**config.mk**
```make
export PLATFORM = sky130hd
export DESIGN_NAME = irq_prio_ctrl
export DESIGN_NICKNAME = d
export VERILOG_FILES = /design/src/rtl/irq_prio_pkg.sv /design/src/rtl/irq_prio_regs.sv /design/src/rtl/irq_prio_gate.sv /design/src/rtl/irq_prio_enc.sv /design/src/rtl/irq_prio_ctrl.sv
export SDC_FILE = /design/constraint.sdc
export NUM_CORES = 1
export LEC_CHECK = 0
export ABC_AREA = 1
export CORE_AREA = 2 2 39 41
export DETAILED_ROUTE_END_ITERATION = 7
export DIE_AREA = 0 0 41 43
export DONT_BUFFER_PORTS = 1
export GPL_TIMING_DRIVEN = 1
export PLACE_DENSITY = 0.63
export SYNTH_ARGS = -nofsm -noshare
export SYNTH_HDL_FRONTEND = slang
export SYNTH_SLANG_ARGS = --single-unit
```
**constraint.sdc**
```tcl
create_clock -name clk -period 2 [get_ports clk]
set_clock_uncertainty 0.1 [all_clocks]
set_input_delay 0.1 -clock clk [delete_from_list [all_inputs] [get_ports clk]]
set_output_delay 0.1 -clock clk [all_outputs]
set_load 0.005 [all_outputs]
```
**src/rtl/irq_prio_pkg.sv**
```systemverilog
package irq_prio_pkg;

    typedef enum logic [1:0] {
        SEL_ENABLE = 2'd0,
        SEL_FLOOR  = 2'd1,
        SEL_SOFT   = 2'd2,
        SEL_NONE   = 2'd3
    } wr_target_e;

    // priority level carried by maskable line index idx
    function automatic int unsigned line_level(input int unsigned idx);
        return idx + 1;
    endfunction

endpackage

```
**src/rtl/irq_prio_regs.sv**
```systemverilog
module irq_prio_regs
    import irq_prio_pkg::*;
#(
    parameter int NL = 7,
    parameter int LW = 3
) (
    input  logic          clk,
    input  logic          rst,
    input  logic          wr_en,
    input  wr_target_e    wr_sel,
    input  logic [NL-1:0] wr_data,
    output logic [NL-1:0] enable_q,
    output logic [LW-1:0] floor_q,
    output logic          soft_q
);

    always_ff @(posedge clk) begin
        if (rst) begin
            enable_q <= '0;
            floor_q  <= '0;
            soft_q   <= 1'b0;
        end else if (wr_en) begin
            unique case (wr_sel)
                SEL_ENABLE: enable_q <= wr_data;
                SEL_FLOOR:  floor_q  <= wr_data[LW-1:0];
                SEL_SOFT:   soft_q   <= wr_data[0];
                default: ;
            endcase
        end
    end

    // the software request follows the written bit
    p_soft_load_r4: assert property (@(posedge clk) disable iff (rst)
        (wr_en && wr_sel == SEL_SOFT) |=> (soft_q == $past(wr_data[0])));

    // idle or no-target writes leave all state alone
    p_hold_r10: assert property (@(posedge clk) disable iff (rst)
        (!wr_en || wr_sel == SEL_NONE) |=>
            ($stable(enable_q) && $stable(floor_q) && $stable(soft_q)));

endmodule

```
**src/rtl/irq_prio_gate.sv**
```systemverilog
module irq_prio_gate
    import irq_prio_pkg::*;
#(
    parameter int NL = 7,
    parameter int LW = 3
) (
    input  logic          clk,
    input  logic          rst,
    input  logic [NL-1:0] req,
    input  logic [NL-1:0] enable_q,
    input  logic [LW-1:0] floor_q,
    input  logic          cpu_int_off,
    output logic [NL-1:0] elig
);

    for (genvar i = 0; i < NL; i++) begin : g_line
        logic above_floor;
        assign above_floor = (line_level(i) > int'(floor_q));
        assign elig[i] = req[i] & enable_q[i] & above_floor & ~cpu_int_off;
    end

    // nothing disabled reaches the encoder
    p_enable_gate_r2: assert property (@(posedge clk) disable iff (rst)
        ((elig & ~enable_q) == '0));

    // global disable empties the eligible set
    p_global_off_r5: assert property (@(posedge clk) disable iff (rst)
        cpu_int_off |-> (elig == '0));

endmodule

```
**src/rtl/irq_prio_enc.sv**
```systemverilog
module irq_prio_enc #(
    parameter int NL  = 7,
    parameter int IDW = 3
) (
    input  logic           clk,
    input  logic           rst,
    input  logic [NL-1:0]  elig,
    output logic           hit,
    output logic [IDW-1:0] win_id
);

    always_comb begin
        hit    = 1'b0;
        win_id = '0;
        for (int i = 0; i < NL; i++) begin
            if (elig[i]) begin
                hit    = 1'b1;
                win_id = IDW'(i);
            end
        end
    end

    // the winner is an eligible line and no eligible line sits above it
    p_win_valid_r3: assert property (@(posedge clk) disable iff (rst)
        hit |-> elig[win_id]);
    p_no_higher_r3: assert property (@(posedge clk) disable iff (rst)
        hit |-> (((elig >> win_id) >> 1) == '0));

endmodule

```
**src/rtl/irq_prio_ctrl.sv**
```systemverilog
module irq_prio_ctrl
    import irq_prio_pkg::*;
#(
    parameter int NUM_SRC = 6,
    parameter int NL      = NUM_SRC + 1,
    parameter int IDW     = $clog2(NUM_SRC + 2)
) (
    input  logic               clk,
    input  logic               rst,
    input  logic [NUM_SRC-1:0] dev_req,
    input  logic               nmi_req,
    input  logic               cpu_int_off,
    input  logic               wr_en,
    input  logic [1:0]         wr_sel,
    input  logic [NL-1:0]      wr_data,
    output logic               irq,
    output logic [IDW-1:0]     irq_id,
    output logic [NL-1:0]      pend_raw
);

    localparam int LW = IDW;
    localparam logic [IDW-1:0] NMI_ID = IDW'(NL);

    logic [NL-1:0]  enable_q;
    logic [LW-1:0]  floor_q;
    logic           soft_q;
    logic [NL-1:0]  req_all;
    logic [NL-1:0]  elig;
    logic           enc_hit;
    logic [IDW-1:0] enc_id;
    wr_target_e     sel_t;

    assign sel_t   = wr_target_e'(wr_sel);
    assign req_all = {soft_q, dev_req};

    irq_prio_regs #(.NL(NL), .LW(LW)) u_regs (
        .clk      (clk),
        .rst      (rst),
        .wr_en    (wr_en),
        .wr_sel   (sel_t),
        .wr_data  (wr_data),
        .enable_q (enable_q),
        .floor_q  (floor_q),
        .soft_q   (soft_q)
    );

    irq_prio_gate #(.NL(NL), .LW(LW)) u_gate (
        .clk         (clk),
        .rst         (rst),
        .req         (req_all),
        .enable_q    (enable_q),
        .floor_q     (floor_q),
        .cpu_int_off (cpu_int_off),
        .elig        (elig)
    );

    irq_prio_enc #(.NL(NL), .IDW(IDW)) u_enc (
        .clk    (clk),
        .rst    (rst),
        .elig   (elig),
        .hit    (enc_hit),
        .win_id (enc_id)
    );

    always_comb begin
        if (nmi_req) begin
            irq    = 1'b1;
            irq_id = NMI_ID;
        end else if (enc_hit) begin
            irq    = 1'b1;
            irq_id = enc_id;
        end else begin
            irq    = 1'b0;
            irq_id = '0;
        end
    end

    assign pend_raw = req_all;

    // non-maskable request always surfaces with its own identity
    p_nmi_pass_r6: assert property (@(posedge clk) disable iff (rst)
        nmi_req |-> (irq && irq_id == NMI_ID));

    // global disable blocks the processor line unless non-maskable
    p_off_quiet_r5: assert property (@(posedge clk) disable iff (rst)
        (cpu_int_off && !nmi_req) |-> !irq);

    // identity is zero when idle
    p_idle_id_r11: assert property (@(posedge clk) disable iff (rst)
        !irq |-> (irq_id == '0));

endmodule

```
Yosys cells after proc, flatten, opt, wreduce, memory -nomap -nowiden
Index checks and enable logic that the tools add are counted.

word-level totals
  register bits after elaboration = 11
  input bits = 20
  output and inout bits = 11
  logic and storage cells = 55

cells by class
  equality and inequality tests = 2
  bitwise logic cells = 22
  multiplexer cells = 17
  $lt $le $gt $ge = 7
  reductions and logical operators = 4

operators with widths
  kind                                               count
  AND 1 bit                                          21
  2-to-1 mux 3 bit                                   5
  > comparator 3 bit, first input constant           4
  2-to-1 mux 1 bit                                   10
  > comparator 2 x 3 -> 1 bit, first input constant  2
  AND reduction 2 bit                                3
  2-to-1 mux 2 bit                                   2
  > comparator 1 x 3 -> 1 bit, first input constant  1
  == test 2 x 1 -> 1 bit, second input constant      1
  == test 2 bit, second input constant               1
  zero test 2 bit                                    1
  inverter 1 bit                                     1

Depth between registers and ports, before layout
  depth after elaboration = 12
  mapped depth = 9
  depth with buffers taken out = 9

By module
From an unflattened synthesis, not the netlist that was laid out.

unflattened totals
  cell total of the unflattened synthesis = 139
  area, all modules = 858.3 um2

by module, submodules not included
  module         area each (um2)  seq. area each (um2)  cells each  times used
  irq_prio_regs  575.6            220.2                 76          1
  irq_prio_gate  123.9            0.0                   31          1
  irq_prio_ctrl  86.3             0.0                   16          1
  irq_prio_enc   72.6             0.0                   16          1

Least setup slack after synthesis
Ideal clock, no wire load.

  path type = register to output
  from = register u_regs.soft_q
  to = output port irq
  cell stages (with the launch flop) = 6
  required time = 1,800 ps
  slack = 956 ps
  path buffers = 0
  arrival = 844 ps
  path through = dfxtp_1 -> inv_1 -> nor3_1 -> o21ai_2 -> and2_4 -> nand3_1

on the way
  word-level cells in the longest chain between the ends = 6

RTL lines
  element                  RTL line             source
  from (decl)              irq_prio_regs.sv:14  output logic soft_q
  from (signal assigned)   irq_prio_regs.sv:26  SEL_SOFT: soft_q <= wr_data[0];
  AND 1 bit (3 in series)  irq_prio_gate.sv:19  assign elig[i] = req[i] & enable_q[i] & above_floor & ~cpu_int_off;
  2-to-1 mux 1 bit         irq_prio_enc.sv:16   if (elig[i]) begin
  2-to-1 mux 1 bit         irq_prio_ctrl.sv:69  end else if (enc_hit) begin
  2-to-1 mux 1 bit         irq_prio_ctrl.sv:66  if (nmi_req) begin
  to (decl)                irq_prio_ctrl.sv:16  output logic irq,

No other way between the ends.

Worst setup path in the final report
  from = input port rst
  to = register u_regs.enable_q[2]

RTL lines
  element               RTL line             source
  from (decl)           irq_prio_ctrl.sv:9   input logic rst,
  to (signal assigned)  irq_prio_regs.sv:24  SEL_ENABLE: enable_q <= wr_data;
  to (decl)             irq_prio_regs.sv:12  output logic [NL-1:0] enable_q,

No word-level cell between the ends.

==> flow_metrics.py <==
metrics = {
    "outcome": {
        "status": "finished, final reports clean",
    },
    "clocking": {
        "cts_hold_buf": 12,
        "path_clk_slew_ns": 0.07,
        "tritoncts": "built",
        "clock-sinks": 11,
        "clock_latency_ns": 0.26,
        "cts_buffers": 3,
        "h-tree-depth": 1,
        "cts_resized": 0,
        "cts_buffer_depth": 2,
        "root_buffer": "clkbuf_4",
        "cts_setup_buffers": 0,
    },
    "synthesis": {
        "synth_cell_types": 21,
        "avgSynthCellArea_um2": 7.040,
        "async_flop_share_pct": 0,
        "synth.cell_area_um2": 640.6,
        "synth_flop_cell": "dfxtp_1",
        "ys_top_cells_by_count": "nand2_1, dfxtp_1, inv_1, buf_4",
        "syn_inst": 91,
        "synthSimpleGateAreaFrac_pct": 37.70,
        "yosysMostFrequentCell": "nand2_1",
        "ys_ff_latch": 11,
        "synth_mux_area_share_pct": 0,
        "post-synth-top-area-cell": "dfxtp_1",
        "yosys.area_share.adder_pct": 0,
        "synth_nets": 111,
        "synth_top_area_share_pct": 34.38,
        "synth_warnings": 0,
        "yosysSeqAreaShare_pct": 34.37,
        "synth_edf_count": 0,
        "synthTopCellsByArea": "dfxtp_1, nand2_1, buf_4",
        "synth_xor_xnor_area_share_pct": 0,
        "synth_top_family_by_area": "simple AND/OR/NAND/NOR gates",
        "synth_compound_area_share_pct": 12.70,
    },
    "power_and_ir_drop": {
        "leakagePower_nw": 0.2999,
        "power.total_uw": 440.1,
        "p_per_area_nw_per_um2": 586.2,
        "vdd_drop_max_uv": 343.3,
    },
    "cells_and_area": {
        "drive_above_1_share_pct": 15.15,
        "antennaDiodeCount": 0,
        "area_delta_synth_final_pct": 17.19,
        "finalNetCount": 120,
        "fill_cells": 145,
    },
    "critical_path": {
        "worstSetupEndpoint": "u_regs.enable_q[2]",
        "crit_path_top_delay_cell": "dlygate4sd3_1",
        "crit_fanout": 11,
        "crit_buf_inv": 2,
        "cpPeakStageDelay_ns": 0.77,
        "path_class": "primary input to flip-flop",
        "worstSetupStartpointType": "primary input",
        "r2r_start": "u_regs.enable_q[2]",
        "ff2ff_setup_slack_ns": 0.73,
        "critical_path.startpoint": "rst",
        "worstSetupPathDepth": 3,
        "cp-end-kind": "flip-flop",
        "path_cells": "dlygate4sd3_1, a21oi_1, dlygate4sd3_1",
        "critPathRequiredTime_ns": 2.05,
        "crit_top_cell": "dlygate4sd3_1",
        "reg2reg_depth": 3,
        "rr_endpoint": "u_regs.enable_q[2]",
        "critPathArrivalTime_ns": 1.54,
        "cpLargestDelayFamily": "buffers and inverters",
    },
    "sta": {
        "slew_violations": 0,
        "hold_violations": 0,
        "tightest_slew_ns": 0.3898,
        "slew_headroom_pct": 73.93,
        "max_freq_ghz": 0.6705,
        "tns_ns": 0,
        "finalCritPeriodShare_pct": 74.57,
        "setup_ws_ns": 0.5087,
        "rsz0062_at_grt": "false",
        "fin_crit_ns": 1.491,
        "holdWs_ns": 0.03872,
        "setup_viol_count_final": 0,
    },
    "global_route": {
        "gr-max-usage-layer": "met2",
        "grt_overflow": 0,
        "met1_usage_pct": 20.39,
        "grt_use_total_pct": 18.20,
        "grt_util_met2_pct": 29.69,
        "grt_pass1_wl_um": 2159,
        "grtUsageMet3_pct": 4.188,
        "first_global_vias": 574,
        "grt_max_degree": 12,
        "antenna_found_initial": 0,
    },
    "detailed_routing": {
        "drc": 0,
        "wire_per_inst_um": 11.18,
        "drt_iter0_drc": 5,
        "final_antenna_net_count": 0,
        "first_pass_iters": 3,
        "via_per_inst": 5.226,
        "wirelength_um": 1286,
        "num_vias": 601,
    },
    "hold_path": {
        "hold_class": "primary input to flip-flop",
    },
    "die": {
        "start_util_pct": 46.29,
        "die_area_um2": 1763,
        "die_width_um": 41,
        "coreArea_um2": 1384,
        "die_h_um": 43,
        "ioPinCount": 31,
        "rows": 14,
    },
    "placement": {
        "numPortBuffers": 0,
        "gp_congestion": 0.8002,
        "dp_hpwl_um": 985.6,
        "place_ws_ns": 0.8593,
    },
    "run": {
        "max-cap-violations": 0,
    },
}
layer usage:
metal	wire length [µm]	part of all wire [%]
met5	0	0
met4	9	0.70
met3	79	6.1
met2	644	50
met1	552	43
logic make-up after synthesis:
kind of cell / Yosys count
AND/OR/NAND/NOR: 48
buffers and inverters: 19
flip-flops: 11
AO/OA/AOI/OAI: 13
worst min path at each step:
stage,startpoint,to,cells past startpoint
after floorplan,rst,u_regs.floor_q[0],1
after global placement,rst,u_regs.enable_q[4],1
after detailed placement,rst,u_regs.enable_q[5],1
after CTS,wr_en,u_regs.enable_q[6],2
after global routing,wr_en,u_regs.enable_q[6],2
final,wr_en,u_regs.enable_q[6],2
placed cells by master (no fill, tap or decap):
cell type and instances:
nand2_1 25, nor3_1 1, a211oi_1 5, dlygate4sd3_1 12, nor2_4 1, and2_1 1
o21ai_2 1, nor2_2 1, nand3_2 3, nor3b_2 1, clkbuf_4 3, inv_1 8
clkbuf_1 1, o21ai_1 1, dfxtp_1 11, nand2_2 1, inv_2 3, nor2_1 6
nand3_1 4, nand4_1 3, and2_4 1, a21oi_1 6
worst reg2reg max path: stages, from the launching register on:
cell and delay, ns:
dfxtp_1 0.33, nand2_1 0.05, a21oi_1 0.16, dlygate4sd3_1 0.57
state kept, by name, summed over array words and instances (netlist names):
register / flops
u_regs.enable_q: 7
u_regs.floor_q: 3
u_regs.soft_q: 1
area by class of cell:
| cell class | count | area (µm²) | area share, % |
|---|---|---|---|
| clock buffer | 4 | 26.28 | 3.500 |
| multi-input combinational | 61 | 322.8 | 43.00 |
| inverter | 11 | 41.29 | 5.500 |
| timing repair buffer | 12 | 120.1 | 16.00 |
| sequential | 11 | 220.2 | 29.33 |
| tap | 16 | 20.02 | 2.667 |
power breakdown:
group | total [mW] | switching, mW | internal, mW
Combinational | 0.0608 | 0.0310 | 0.0299
Clock | 0.144 | 0.0674 | 0.0770
Sequential | 0.235 | 0.00660 | 0.228
Total | 0.440 | 0.105 | 0.335
stage by stage:
stage          utilization, %  instances  cell area, µm²
2_1_floorplan               -         91           640.6
3_3_place_gp            43.67         99           604.3
3_5_place_dp            43.67         99           604.3
4_1_cts                 54.25        115           750.7
5_1_grt                 54.25        115           750.7
6_report                54.25        115           750.7
Power figures use the tool's default switching activity.
